[config.mk]
export PLATFORM = sky130hd
export DESIGN_NAME = query_reply_engine
export DESIGN_NICKNAME = d
export VERILOG_FILES = /design/src/rtl/qre_pkg.sv /design/src/rtl/qre_matcher.sv /design/src/rtl/qre_ticker.sv /design/src/rtl/qre_serializer.sv /design/src/rtl/query_reply_engine.sv
export SDC_FILE = /design/constraint.sdc
export NUM_CORES = 1
export LEC_CHECK = 0
export BUFFER_PORTS_ARGS = -buffer_cell sky130_fd_sc_hd__buf_4
export CAP_MARGIN = 0
export CORE_ASPECT_RATIO = 1.5
export CORE_MARGIN = 1.5
export CORE_UTILIZATION = 51
export DETAILED_ROUTE_END_ITERATION = 8
export PLACE_DENSITY = 0.76
export REMOVE_ABC_BUFFERS = 1
export SLEW_MARGIN = 20
export SYNTH_ARGS = -nofsm -noshare
export SYNTH_HDL_FRONTEND = slang
export SYNTH_SLANG_ARGS = --single-unit
[constraint.sdc]
create_clock -name clk -period 2 [get_ports clk]
set_input_delay 0.2 -clock clk [delete_from_list [all_inputs] [get_ports clk]]
set_output_delay 0.2 -clock clk [all_outputs]
set_load 0.02 [all_outputs]
[src/rtl/qre_pkg.sv]
package qre_pkg;

  localparam int NUM_ENTRIES = 2;
  localparam int DATA_BITS   = 16;

  typedef struct packed {
    logic [7:0]           q_len;
    logic [7:0]           q_b0;
    logic [7:0]           q_b1;
    logic [7:0]           r_len;
    logic [DATA_BITS-1:0] r_data;
  } entry_t;

  typedef enum logic [1:0] {
    ST_IDLE = 2'd0,
    ST_WAIT = 2'd1,
    ST_SEND = 2'd2
  } sstate_e;

  function automatic entry_t table_entry(input int idx);
    entry_t e;
    e = '0;
    case (idx)
      0: begin
        e.q_len  = 8'd7;
        e.q_b0   = 8'h55;
        e.q_b1   = 8'h00;
        e.r_len  = 8'd6;
        e.r_data = 16'h003B;
      end
      1: begin
        e.q_len  = 8'd12;
        e.q_b0   = 8'hC3;
        e.q_b1   = 8'h0A;
        e.r_len  = 8'd11;
        e.r_data = 16'h035A;
      end
      default: e = '0;
    endcase
    return e;
  endfunction

endpackage

[src/rtl/qre_matcher.sv]
module qre_matcher
  import qre_pkg::*;
#(
  parameter int N_ENT = NUM_ENTRIES
) (
  input  logic [7:0] bits_in,
  input  logic [7:0] b0_in,
  input  logic [7:0] b1_in,
  output logic       hit,
  output entry_t     sel
);

  logic [N_ENT-1:0] hv;

  for (genvar g = 0; g < N_ENT; g++) begin : g_cmp
    localparam entry_t ENT = table_entry(g);
    assign hv[g] = (bits_in == ENT.q_len) && (b0_in == ENT.q_b0) &&
                   (b1_in == ENT.q_b1) && (ENT.r_len != 8'd0);
  end

  // lowest index wins if entries ever overlap
  always_comb begin
    sel = '0;
    for (int k = N_ENT - 1; k >= 0; k--) begin
      if (hv[k]) sel = table_entry(k);
    end
  end

  assign hit = |hv;

endmodule

[src/rtl/qre_ticker.sv]
module qre_ticker #(
  parameter int DIV = 32,
  parameter int CW  = 9
) (
  input  logic          clk,
  input  logic          rst_n,
  input  logic          clear,
  input  logic          run,
  output logic          tick,
  output logic [CW-1:0] count
);

  localparam int PW = (DIV > 1) ? $clog2(DIV) : 1;

  logic [PW-1:0] pre;

  assign tick = run && (pre == PW'(DIV - 1));

  always_ff @(posedge clk or negedge rst_n) begin
    if (!rst_n) begin
      pre   <= '0;
      count <= '0;
    end else if (clear) begin
      pre   <= '0;
      count <= '0;
    end else if (run) begin
      if (tick) begin
        pre   <= '0;
        count <= count + 1'b1;
      end else begin
        pre <= pre + 1'b1;
      end
    end
  end

endmodule

[src/rtl/qre_serializer.sv]
module qre_serializer
  import qre_pkg::*;
#(
  parameter int START_TICKS = 490,
  parameter int BIT_TICKS   = 150,
  parameter int CW          = 9
) (
  input  logic                 clk,
  input  logic                 rst_n,
  input  logic                 start,
  input  logic [7:0]           len_in,
  input  logic [DATA_BITS-1:0] data_in,
  input  logic                 tick,
  input  logic [CW-1:0]        tcount,
  output logic                 clear,
  output logic                 run,
  output logic                 line,
  output logic                 active
);

  localparam int IW = $clog2(DATA_BITS + 1);

  sstate_e              st;
  logic [DATA_BITS-1:0] data_q;
  logic [IW-1:0]        idx_q;
  logic [IW-1:0]        last_q;
  logic                 wait_done;
  logic                 bit_done;

  assign wait_done = (st == ST_WAIT) && tick && (tcount == CW'(START_TICKS - 1));
  assign bit_done  = (st == ST_SEND) && tick && (tcount == CW'(BIT_TICKS - 1));
  assign clear     = start || wait_done || bit_done;
  assign run       = (st != ST_IDLE);
  assign active    = (st != ST_IDLE);

  always_ff @(posedge clk or negedge rst_n) begin
    if (!rst_n) begin
      st     <= ST_IDLE;
      data_q <= '0;
      idx_q  <= '0;
      last_q <= '0;
      line   <= 1'b0;
    end else begin
      case (st)
        ST_IDLE: begin
          line <= 1'b0;
          if (start) begin
            data_q <= data_in;
            last_q <= IW'(len_in - 8'd1);
            idx_q  <= '0;
            st     <= ST_WAIT;
          end
        end
        ST_WAIT: begin
          if (wait_done) begin
            line <= data_q[0];
            st   <= ST_SEND;
          end
        end
        ST_SEND: begin
          if (bit_done) begin
            if (idx_q == last_q) begin
              line <= 1'b0;
              st   <= ST_IDLE;
            end else begin
              line  <= data_q[idx_q + 1'b1];
              idx_q <= idx_q + 1'b1;
            end
          end
        end
        default: st <= ST_IDLE;
      endcase
    end
  end

endmodule

[src/rtl/query_reply_engine.sv]
module query_reply_engine
  import qre_pkg::*;
#(
  parameter int TICK_DIV    = 32,
  parameter int START_TICKS = 490,
  parameter int BIT_TICKS   = 150
) (
  input  logic       clk,
  input  logic       rst_n,
  input  logic       frm_valid,
  output logic       frm_ready,
  input  logic [7:0] frm_bits,
  input  logic [7:0] frm_byte0,
  input  logic [7:0] frm_byte1,
  output logic       tx_line,
  output logic       busy
);

  localparam int TMAX = (START_TICKS > BIT_TICKS) ? START_TICKS : BIT_TICKS;
  localparam int CW   = $clog2(TMAX + 1);

  logic          accept;
  logic          match_hit;
  entry_t        match_ent;
  logic          tk_clear;
  logic          tk_run;
  logic          tk_tick;
  logic [CW-1:0] tk_count;
  logic          ser_active;

  assign frm_ready = !ser_active;
  assign accept    = frm_valid && frm_ready;
  assign busy      = ser_active;

  qre_matcher #(.N_ENT(NUM_ENTRIES)) u_match (
    .bits_in (frm_bits),
    .b0_in   (frm_byte0),
    .b1_in   (frm_byte1),
    .hit     (match_hit),
    .sel     (match_ent)
  );

  qre_ticker #(.DIV(TICK_DIV), .CW(CW)) u_tick (
    .clk   (clk),
    .rst_n (rst_n),
    .clear (tk_clear),
    .run   (tk_run),
    .tick  (tk_tick),
    .count (tk_count)
  );

  qre_serializer #(
    .START_TICKS (START_TICKS),
    .BIT_TICKS   (BIT_TICKS),
    .CW          (CW)
  ) u_ser (
    .clk     (clk),
    .rst_n   (rst_n),
    .start   (accept && match_hit),
    .len_in  (match_ent.r_len),
    .data_in (match_ent.r_data),
    .tick    (tk_tick),
    .tcount  (tk_count),
    .clear   (tk_clear),
    .run     (tk_run),
    .line    (tx_line),
    .active  (ser_active)
  );

endmodule

==> results.json <==
{
  "status": "finished with violations",
  "violations": "negative setup slack",
  "worst_pin_slew_ns": 0.399,
  "crit_path_start_kind": "flip-flop",
  "timing.critical_path.to_type": "flip-flop",
  "gp_congestion": 0.844,
  "postRouteWirelength_um": 5280,
  "grtUsageTotal": 0.284,
  "r2r_slack_ns": -0.15,
  "synth_top_area_share": 0.387,
  "cp.required_ns": 2.17,
  "synth-seq-area-share": 0.387,
  "ys.flop_type": "dfrtp_1",
  "clock_tree_from_tritoncts": "done",
  "maxSlewHeadroom": 0.733,
  "finish.instance_area_um2": 2730,
  "nFillCells": 220,
  "num_vias": 1813,
  "synth.area.top_cells": "dfrtp_1 39%, ha_1 6.0%, xor2_1 4.7%",
  "cell_internal_pwr_w": 0.00176,
  "mean_cell_area_of_the_mapped_netlist_um2": 9.62,
  "pwr-share-seq": 0.292,
  "power.share.combinational": 0.549,
  "netlist_instances": 195,
  "clk_transition_reported_paths_ns": 0.07,
  "first_global_vias": 1933,
  "tritoncts.num_buffers": 5,
  "final_min_period_over_clock_period": 1.08,
  "initial_antenna_violation_count": 0,
  "regToRegEndpoint": "u_ser.line",
  "fin_setup_tns_ns": -0.882,
  "most_frequent_cell_after_synthesis": "dfrtp_1",
  "mappedNetlistArea_um2": 1880,
  "crit_arrival_ns": 2.32,
  "ys_seq_elements": 29,
  "diodes": 0,
  "detailedRoute.firstIterationViolations": 57,
  "timing_worst_setup_path_type": "flip-flop to flip-flop",
  "post-route-min-period_ns": 2.15,
  "final_antenna_net_count": 0,
  "leakage_nw": 1.24,
  "fmax_mhz": 465,
  "unrepaired_setup_endpoints_after_global_routing": "yes",
  "fin_util": 0.791,
  "remaining_drc_errors": 0,
  "via_per_inst": 5.87,
  "placement_rows": 26,
  "cp_common_cell": "buf_4",
  "synth_area_leader": "dfrtp_1",
  "final.setup.worst_slack_ns": -0.152,
  "synth_cell_types": 61,
  "clkSinkCount": 29,
  "setup-violations-final": 14,
  "detailed_place_hpwl_um": 3680,
  "timing.final.max_slew_violations": 0,
  "area_occupied_by_multi_input_gates_um2": 1270,
  "initial_utilization": 0.544,
  "portBuffers": 29,
  "dieHeight_um": 77.3,
  "peakVddDrop_v": 0.000748,
  "clockBufferDepth": 2,
  "clock_power_share": 0.158,
  "ff2ff_path_depth": 10,
  "netSwitchingFraction": 0.406,
  "wire_per_inst_um": 17.1,
  "synth-edff-count": 0,
  "area_growth_syn_to_layout_pct": 45.4,
  "gr-total-overflow": 0,
  "rr_startpoint": "u_tick.pre[1]",
  "max_stage_delay_ns": 0.36,
  "firstDrtPassIters": 5,
  "die_w_um": 52.5,
  "cts_root_buf": "clkbuf_8",
  "clk-insertion-delay-late_ns": 0.28,
  "worstPathMaxFanout": 3,
  "synth-async-reset-ratio": 1.00,
  "netlist_top_cells_count": "29 x dfrtp_1, 18 x nor2_1, 15 x nand2_1, 12 x nand3_1, 10 x xor2_1",
  "net_switching_w": 0.00120,
  "worst_hold_slack_across_all_endpoints_ns": 0.374,
  "top_level_ports": 30,
  "number_of_warnings_printed_during_yosys_synthesis": 0,
  "wire_length_of_the_first_global_routing_pass_um": 8510,
  "standard_cell_core_area_um2": 3450,
  "largest_net_degree_at_the_start_of_global_routing": 30,
  "dpl-instance-area_um2": 2360,
  "drive_above_1_share": 0.449,
  "critical_path.slowest_cell": "dfrtp_1",
  "design.die.area_um2": 4060,
  "min-delay-path-class": "primary input to async pin",
  "final-hold-violation-count": 0,
  "cellPowerDensity_nw_per_um2": 1090,
  "cap_viol_max_count": 0,
  "path_cells": "ha_2, and3_4, ha_4, and3b_2, a41oi_2, buf_4, nor3b_4, buf_4, mux2i_1, o21ai_1",
  "ff_latch_area_um2": 726,
  "layout.nets": 302,
  "cts-htree-levels": 2,
  "timing.clock.skew_ns": 0.00577
}
routing by layer:
metal  part of all wire  global-route usage  up-vias
li1                   -                   -      862
met2               0.57               0.530       61
met5                  0                   0        -
met1               0.36               0.289      872
met3              0.036              0.0545       18
met4              0.038               0.118        0
worst max-delay path by stage:
stage	startpoint	to	slack (ns)	cells after the start
6_report	u_tick.pre[1]	u_ser.line	-0.15	10
5_1_grt	u_tick.pre[0]	u_ser.line	-0.26	10
4_1_cts	u_ser.st[0]	u_tick.pre[2]	-0.16	8
3_5_place_dp	u_tick.pre[1]	u_ser.line	-0.31	9
3_3_place_gp	u_ser.st[1]	u_ser.idx_q[0]	-0.13	8
2_1_floorplan	u_ser.st[1]	u_tick.count[1]	-0.81	7
critical path, delay by kind of cell, from the launching register on:
family	cells	cell delay (ns)
adder cells (fa/ha/maj)	2	0.34
flip-flops	1	0.36
AND/OR/NAND/NOR	3	0.63
multiplexers	1	0.17
buffers and inverters	2	0.33
AO/OA/AOI/OAI	2	0.22
cells in the final DEF, fill, tap and decap left out, types with 4 or more instances in the layout:
master / netlist / layout
nand3_1: 12 / 12
xnor2_1: 4 / 4
xor2_1: 10 / 9
mux2i_1: 4 / 4
nor2_1: 18 / 8
buf_6: 1 / 8
inv_1: 8 / 6
nor2_2: 0 / 8
buf_4: 0 / 60
nand2_1: 15 / 15
clkbuf_8: 0 / 5
dfrtp_1: 29 / 29
ha_1: 9 / 6
a21oi_1: 8 / 8
metrics by stage:
stage	cells	power [W]	setup WS [ns]
2_1_floorplan	189	0.00167	-0.807
3_3_place_gp	292	0.00210	-0.130
3_5_place_dp	292	0.00220	-0.311
4_1_cts	306	0.00279	-0.157
5_1_grt	309	0.00316	-0.256
6_report	309	0.00296	-0.152
layout make-up:
| cell class | instances | share of cell area |
|---|---|---|
| inverter | 8 | 0.0110 |
| timing repair buffer | 70 | 0.207 |
| tap | 42 | 0.0193 |
| sequential | 29 | 0.266 |
| clock buffer | 5 | 0.0252 |
| multi-input combinational | 152 | 0.465 |
| clock inverter | 3 | 0.00642 |
power by group through the flow:
| stage | Sequential, W | Clock [W] | Combinational [W] |
|---|---|---|---|
| after floorplan | 0.000872 | 0 | 0.000796 |
| after global placement | 0.000846 | 0 | 0.00125 |
| after detailed placement | 0.000857 | 0 | 0.00134 |
| after CTS | 0.000855 | 0.000477 | 0.00146 |
| after global routing | 0.000883 | 0.000506 | 0.00177 |
| final | 0.000866 | 0.000470 | 0.00163 |
kinds of logic (layout without fill, tap and decap cells):
family                     after synthesis  in the layout  share of synthesized area
xor gates and xnor gates                14             14                     0.0653
adders and majority gates                9              9                     0.0600
muxes                                    5              5                     0.0273
AOI/OAI and AO/OA                       42             42                      0.169
and+or+nand+nor                         82             82                      0.259
DFF                                     29             29                      0.387
buffers and inverters                   14             86                     0.0327
state kept, by name, indices dropped and copies added, names as in the netlist:
name and flops:
u_ser.idx_q 5, u_ser.last_q 4, u_ser.data_q 3, u_ser.line 1, u_ser.st 2, u_tick.count 9, u_tick.pre 5
repair_timing:
| item | 4_1_cts | 5_1_grt |
|---|---|---|
| cloned | 1 | 0 |
| gates resized for setup | 30 | 28 |
| endpoints found under the setup margin | 23 | 28 |
| pin swaps | 15 | 15 |
| hold endpoints to repair | 29 | 0 |
| setup buffers | 5 | 4 |
| hold buffers | 1 | 0 |
Power figures use the tool's default switching activity.
